<file path="src/rtl/flc_pkg.sv">
package flc_pkg;

    localparam int BYTE_W    = 8;
    localparam int B_ACT     = 7;
    localparam int B_DEACT   = 6;
    localparam int B_DCH     = 5;
    localparam int B_TIMING  = 4;
    localparam int B_MS      = 3;
    localparam int B_HALF    = 2;
    localparam int B_MFORCE  = 1;
    localparam int B_SELDIAG = 0;

    typedef logic [BYTE_W-1:0] byte_t;

    typedef struct packed {
        logic dch_b1;
        logic timing_adapt;
        logic ms;
        logic half;
        logic mforce;
    } ctrl_t;

    typedef struct packed {
        logic act;
        logic deact;
    } req_t;

    function automatic ctrl_t decode_ctrl(input byte_t b);
        ctrl_t c;
        c.dch_b1       = b[B_DCH];
        c.timing_adapt = b[B_TIMING];
        c.ms           = b[B_MS];
        c.half         = b[B_HALF];
        c.mforce       = b[B_MFORCE];
        return c;
    endfunction

    function automatic req_t decode_req(input byte_t b);
        req_t r;
        r.deact = b[B_DEACT];
        r.act   = b[B_ACT] & ~b[B_DEACT];
        return r;
    endfunction

    function automatic logic targets_diag(input byte_t b);
        return b[B_SELDIAG];
    endfunction

endpackage

</file>
<file path="src/rtl/flc_stage.sv">
module flc_stage
    import flc_pkg::*;
(
    input  logic  clk,
    input  logic  rst,
    input  logic  wr_en,
    input  byte_t wr_data,
    input  logic  frame_sync,
    output byte_t stage_q,
    output logic  pending
);

    always_ff @(posedge clk) begin
        if (rst) begin
            stage_q <= '0;
            pending <= 1'b0;
        end else if (wr_en) begin
            stage_q <= wr_data;
            pending <= 1'b1;
        end else if (frame_sync) begin
            pending <= 1'b0;
        end
    end

    // a write always leaves its byte staged and pending
    a_r3_last_write_staged: assert property (@(posedge clk) disable iff (rst)
        wr_en |=> (pending && stage_q == $past(wr_data)));

    // a sync with no coincident write consumes the staged byte
    a_r10_sync_consumes: assert property (@(posedge clk) disable iff (rst)
        (frame_sync && !wr_en) |=> !pending);

endmodule

</file>
<file path="src/rtl/flc_commit.sv">
module flc_commit
    import flc_pkg::*;
(
    input  logic  clk,
    input  logic  rst,
    input  logic  frame_sync,
    input  logic  pending,
    input  byte_t stage_q,
    output ctrl_t ctrl_q,
    output req_t  req_q,
    output byte_t diag_q
);

    logic do_commit;
    assign do_commit = frame_sync && pending;

    always_ff @(posedge clk) begin
        if (rst) begin
            ctrl_q <= '0;
            req_q  <= '0;
            diag_q <= '0;
        end else if (frame_sync) begin
            req_q <= '0;
            if (do_commit) begin
                if (targets_diag(stage_q)) begin
                    diag_q <= stage_q;
                end else begin
                    ctrl_q <= decode_ctrl(stage_q);
                    req_q  <= decode_req(stage_q);
                end
            end
        end
    end

    // active state moves only at a frame boundary
    a_r2_hold_between_syncs: assert property (@(posedge clk) disable iff (rst)
        !frame_sync |=> ($stable(ctrl_q) && $stable(diag_q)));

    // requests change only at a frame boundary, so each lasts one frame
    a_r4_req_frame_aligned: assert property (@(posedge clk) disable iff (rst)
        !frame_sync |=> $stable(req_q));

    // deactivation wins over activation
    a_r5_deact_wins: assert property (@(posedge clk) disable iff (rst)
        !(req_q.act && req_q.deact));

endmodule

</file>
<file path="src/rtl/flc_txbits.sv">
module flc_txbits
    import flc_pkg::*;
(
    input  ctrl_t ctrl_q,
    output logic  fa_bit,
    output logic  n_bit
);

    logic mframe;
    assign mframe = ctrl_q.mforce & ~ctrl_q.half;
    assign fa_bit = mframe;
    assign n_bit  = ~mframe;

endmodule

</file>
<file path="src/rtl/frame_line_ctrl.sv">
module frame_line_ctrl
    import flc_pkg::*;
(
    input  logic       clk,
    input  logic       rst,
    input  logic       wr_en,
    input  logic [7:0] wr_data,
    input  logic       frame_sync,
    output logic       act_req,
    output logic       deact_req,
    output logic       dch_b1,
    output logic       timing_adapt,
    output logic       ms_bit,
    output logic       half_sel,
    output logic       fa_bit,
    output logic       n_bit,
    output logic [7:0] diag_q
);

    byte_t stage_q;
    logic  pending;
    ctrl_t ctrl_q;
    req_t  req_q;

    flc_stage u_stage (
        .clk        (clk),
        .rst        (rst),
        .wr_en      (wr_en),
        .wr_data    (wr_data),
        .frame_sync (frame_sync),
        .stage_q    (stage_q),
        .pending    (pending)
    );

    flc_commit u_commit (
        .clk        (clk),
        .rst        (rst),
        .frame_sync (frame_sync),
        .pending    (pending),
        .stage_q    (stage_q),
        .ctrl_q     (ctrl_q),
        .req_q      (req_q),
        .diag_q     (diag_q)
    );

    flc_txbits u_tx (
        .ctrl_q (ctrl_q),
        .fa_bit (fa_bit),
        .n_bit  (n_bit)
    );

    assign act_req      = req_q.act;
    assign deact_req    = req_q.deact;
    assign dch_b1       = ctrl_q.dch_b1;
    assign timing_adapt = ctrl_q.timing_adapt;
    assign ms_bit       = ctrl_q.ms;
    assign half_sel     = ctrl_q.half;

    // the multiframe pattern is never sent in the second half
    a_r7_fa_first_half_only: assert property (@(posedge clk) disable iff (rst)
        fa_bit |-> !half_sel);

endmodule

</file>
<file path="config.mk">
export PLATFORM = sky130hd
export DESIGN_NAME = frame_line_ctrl
export DESIGN_NICKNAME = d
export VERILOG_FILES = /design/src/rtl/flc_pkg.sv /design/src/rtl/flc_stage.sv /design/src/rtl/flc_commit.sv /design/src/rtl/flc_txbits.sv /design/src/rtl/frame_line_ctrl.sv
export SDC_FILE = /design/constraint.sdc
export NUM_CORES = 1
export LEC_CHECK = 0
export BUFFER_PORTS_ARGS = -buffer_cell sky130_fd_sc_hd__buf_2
export CAP_MARGIN = 25
export CELL_PAD_IN_SITES_DETAIL_PLACEMENT = 2
export CELL_PAD_IN_SITES_GLOBAL_PLACEMENT = 2
export CORE_UTILIZATION = 30
export DETAILED_ROUTE_END_ITERATION = 8
export GPL_TIMING_DRIVEN = 0
export PLACE_DENSITY = 0.79
export SETUP_SLACK_MARGIN = 0.3
export SLEW_MARGIN = 20
export SYNTH_ARGS = -nofsm -noshare
export SYNTH_HDL_FRONTEND = slang
export SYNTH_HIERARCHICAL = 1
export SYNTH_SLANG_ARGS = --single-unit
export TNS_END_PERCENT = 5
</file>
<file path="constraint.sdc">
create_clock -name clk -period 1.3 [get_ports clk]
set_clock_uncertainty 0.05 [all_clocks]
set_input_delay 0.39 -clock clk [delete_from_list [all_inputs] [get_ports clk]]
set_output_delay 0.39 -clock clk [all_outputs]
set_load 0.02 [all_outputs]
</file>
# Yosys cells after proc, flatten, opt, wreduce, memory -nomap -nowiden

Cells that the tools add are included.

Bitwise gates (word level): 6
Multiplexer cells: 4
Reductions and logical operators: 4

Operator list:

| kind                | count |
|---|---|
| $reduce_and A3 Y1   | 2 |
| $mux W2             | 2 |
| $not A1 Y1          | 4 |
| $and A1 B1 Y1       | 2 |
| $mux W1             | 2 |
| $reduce_bool A2 Y1  | 1 |
| $logic_and A1 B1 Y1 | 1 |

Word-level logic and storage cells: 24
Bits of input ports: 12
Bits in registers: 24
Output and inout bits: 16

# Depth between registers and ports, before layout

Depth after elaboration: 4
Gate-level depth with buffers: 3
Depth with buffers taken out: 2

# Modules after synthesis

Netlist, hierarchy kept.

By module, submodules not included:

| module     | sequential area each (um^2) | cells each | instances | area an instance (um^2) |
|---|---|---|---|---|
| flc_commit | 300.3                       | 61         | 1         | 645.6 |
| flc_stage  | 180.2                       | 30         | 1         | 321.6 |
| flc_txbits | 0.0                         | 2          | 1         | 12.5 |

# Worst setup path before layout

No wires, ideal clock.

Path kind: flip-flop to output port
Start: register, netlist name u_commit/ctrl_q[1]
End: output port fa_bit
Path buffers: 0
Required time: 860 ps
Slack: 147 ps
Arrival time: 713 ps
Stages on the path, launching flop included: 2
Cells stage by stage: dfxtp_1 nor2b_1

Word-level cells in the longest chain between the ends: 2

RTL lines:

| element       | RTL line              | source |
|---|---|---|
| $not A1 Y1    | flc_txbits.sv:10      | `assign mframe = ctrl_q.mforce & ~ctrl_q.half;` |
| $and A1 B1 Y1 | flc_txbits.sv:10      |  |
| to (decl)     | frame_line_ctrl.sv:15 | `output logic fa_bit,` |

Every way passes these cells.

# Worst setup path in the final report

Start: register, netlist name u_commit/ctrl_q[0]
End: output port fa_bit

Word-level cells in the longest chain between the ends: 1

RTL lines:

| element       | RTL line |
|---|---|
| $and A1 B1 Y1 | flc_txbits.sv:10 |

Every way passes these cells.

==> flow_summary.json <==
{
  "cp_max_fo": 3,
  "die_area_um2": 3500,
  "grt.met3_usage_pct": 4.37,
  "start_util_pct": 31.8,
  "finalHoldViolCount": 0,
  "drt-initial-drc-count": 7,
  "status": "finished, violations left",
  "startpoint_type": "register",
  "syn_nets": 105,
  "cts.clk_slew.worst_paths_ns": 0.15,
  "grt_pass1_wl_mm": 4.02,
  "switching_share_pct": 22.6,
  "finalCritPeriodShare_pct": 110,
  "numCtsBuffers": 3,
  "fmax_mhz": 698,
  "ios": 28,
  "diodes": 0,
  "critical_path_class": "register to primary output",
  "synth_warnings": 6,
  "hold_slack_ns": 0.222,
  "cts-root-buf": "clkbuf_4",
  "worst_pin_slew_ns": 0.276,
  "synthCells": 93,
  "post_drt_wl_per_cell_um": 15.1,
  "tns_ns": -0.341,
  "power_density_nw_per_um2": 1060,
  "core_um2": 3080,
  "num_rows": 20,
  "vias_per_cell": 4.41,
  "leakage_nw": 0.601,
  "cts_tree": "built",
  "internal_power_mw": 1.14,
  "h-tree-depth": 1,
  "wl_mm": 2.54,
  "antenna_found_initial": 0,
  "gp_congestion": 0.659,
  "grt.overflow.total": 0,
  "relSlewSlack_pct": 81.5,
  "hp-class": "input pin to register",
  "nets": 137,
  "synthTopCellsByArea": "dfxtp_1 (49%), mux2i_1 (20%), nand2b_1 (13%)",
  "dpl.hpwl_mm": 1.71,
  "power_frac_seq_pct": 52.7,
  "cap_violations": 0,
  "ir_drop_mv": 0.602,
  "ys_ff_latch": 24,
  "syn2layout_area_growth_pct": 42.4,
  "yosysTopAreaCell": "dfxtp_1",
  "final_cell_mix": "nand2b_1 (20), mux2i_1 (20), buf_6 (19)",
  "p_clk_share_pct": 38.0,
  "worst-endpoint-arrival_ns": 0.99,
  "min_period_ns": 1.43,
  "grt_max_degree": 15,
  "avgSynthCellArea_um2": 10.5,
  "use_met1_pct": 20.0,
  "r2r_slack_ns": 0.25,
  "met2_usage_pct": 26.5,
  "vias": 741,
  "clock_tree.buffer_depth": 2,
  "power.switching_uw": 333,
  "crit_required_ns": 0.86,
  "endpoint": "fa_bit",
  "p_comb_share_pct": 9.3,
  "ctsHoldBuffers": 0,
  "synth.distinct_cells": 16,
  "ant_nets": 0,
  "finalMaxSlewViolations": 0,
  "fill_cells": 336,
  "fin_ws_ns": -0.132,
  "seq_area_frac_synth_pct": 49.0,
  "r2r_cells": 2,
  "drive_gt1_share_pct": 50.8,
  "rsz0062_at_grt": "yes",
  "r2r-start": "u_stage/stage_q[0]$_SDFFE_PP0P_",
  "critPathLaunch": "u_commit/ctrl_q[0]$_SDFFE_PP0P_",
  "grt_use_total_pct": 16.2,
  "finalSetupViolCount": 3,
  "failed_checks": "negative setup slack",
  "end_kind": "primary output",
  "chipWidth_um": 59.1,
  "syn-cell-area_um2": 980,
  "r2r_end": "u_commit/ctrl_q[2]$_SDFFE_PP0P_",
  "synth_top_area_share_pct": 49.0,
  "first_global_vias": 824,
  "die_h_um": 59.1,
  "cts_sinks": 24,
  "top_usage_layer": "met2",
  "insertion_delay_ns": 0.34,
  "drt_first_pass_iters": 4,
  "portBuffers": 26,
  "drcViolationCount": 0
}
area by class of cell:
cell class	instances	area [µm²]	share of cell area (%)
flip-flops and latches	24	512	36.7
clock buffers	3	22.5	1.61
inverters	4	15.0	1.08
well taps	44	55.1	3.95
plain buffers	6	48.8	3.50
multi-input cells	59	474	34.0
clock inverters	1	30.0	2.15
repair buffers	27	238	17.0
power by group through the flow:
stage / Sequential (mW) / Clock [mW] / Combinational [mW]
floorplan: 0.791 / 0 / 0.0758
global placement: 0.789 / 0 / 0.117
detailed placement: 0.792 / 0 / 0.123
CTS: 0.776 / 0.574 / 0.134
global route: 0.779 / 0.593 / 0.150
finish: 0.776 / 0.559 / 0.137
sequential cells by signal, indices dropped and copies added (netlist names):
name,flops
u_stage/pending,1
u_commit/ctrl_q,5
u_commit/diag_q,8
u_commit/req_q,2
u_stage/stage_q,8
metal layers:
| metal | part of all wire, % | wire length, µm |
|---|---|---|
| met4 | 1.7 | 44 |
| met5 | 0 | 0 |
| met2 | 50 | 1270 |
| met3 | 3.5 | 90 |
| met1 | 45 | 1140 |
repair_timing:
| item | 4_1_cts | 5_1_grt |
|---|---|---|
| pin swaps | 1 | 3 |
| gates resized for setup | 55 | 8 |
| setup endpoints to repair | 25 | 28 |
| setup buffers | 1 | 0 |
| gates cloned | 0 | 0 |
stage by stage:
step / cell area [µm²] / worst slack [ns] / instances / util (%) / power, mW
global placement: 1170 / 0.00749 / 163 / 38.0 / 0.906
global route: 1400 / -0.169 / 168 / 45.3 / 1.52
CTS: 1380 / -0.141 / 168 / 44.7 / 1.48
floorplan: 986 / 0.271 / 93 / - / 0.867
finish: 1400 / -0.132 / 168 / 45.3 / 1.47
detailed placement: 1170 / -0.0458 / 163 / 38.0 / 0.915
cells by family after synthesis:
kind of cell    Yosys count  share of synthesized area [%]
compound gates            4                           2.81
flops                    24                           49.0
simple gates             35                           21.5
mux                      20                           20.4
buf+inv                  10                           6.26
worst max-delay path, cell delays in order (launching register included):
cell,delay (ns)
dfxtp_4,0.39
nor2b_4,0.14
buf_6,0.12
how the worst min path moves through the flow:
stage          slack, ns                               to                       startpoint  depth (start not counted)
2_1_floorplan       0.41  u_commit/diag_q[7]$_SDFFE_PP0P_  u_stage/stage_q[7]$_SDFFE_PP0P_                          2
3_3_place_gp        0.38  u_commit/diag_q[0]$_SDFFE_PP0P_  u_commit/diag_q[0]$_SDFFE_PP0P_                          2
3_5_place_dp        0.40  u_commit/diag_q[0]$_SDFFE_PP0P_  u_commit/diag_q[0]$_SDFFE_PP0P_                          2
4_1_cts             0.22  u_stage/stage_q[6]$_SDFFE_PP0P_                       wr_data[6]                          3
5_1_grt             0.23  u_stage/stage_q[5]$_SDFFE_PP0P_                       wr_data[5]                          3
6_report            0.22  u_stage/stage_q[6]$_SDFFE_PP0P_                       wr_data[6]                          3
synthesized netlist by cell type:
| library cell | n |
|---|---|
| and3b_1 | 1 |
| clkbuf_1 | 2 |
| dfxtp_1 | 24 |
| mux2i_1 | 20 |
| and3_2 | 1 |
| nand3b_1 | 1 |
| nand2b_1 | 21 |
| buf_6 | 3 |
| a21oi_1 | 2 |
| nor2b_1 | 1 |
| clkbuf_2 | 1 |
| o32ai_1 | 2 |
| inv_1 | 4 |
| nor2_1 | 8 |
| or3b_1 | 1 |
| nand3_2 | 1 |
No activity file was read; power rests on OpenSTA's default activity.
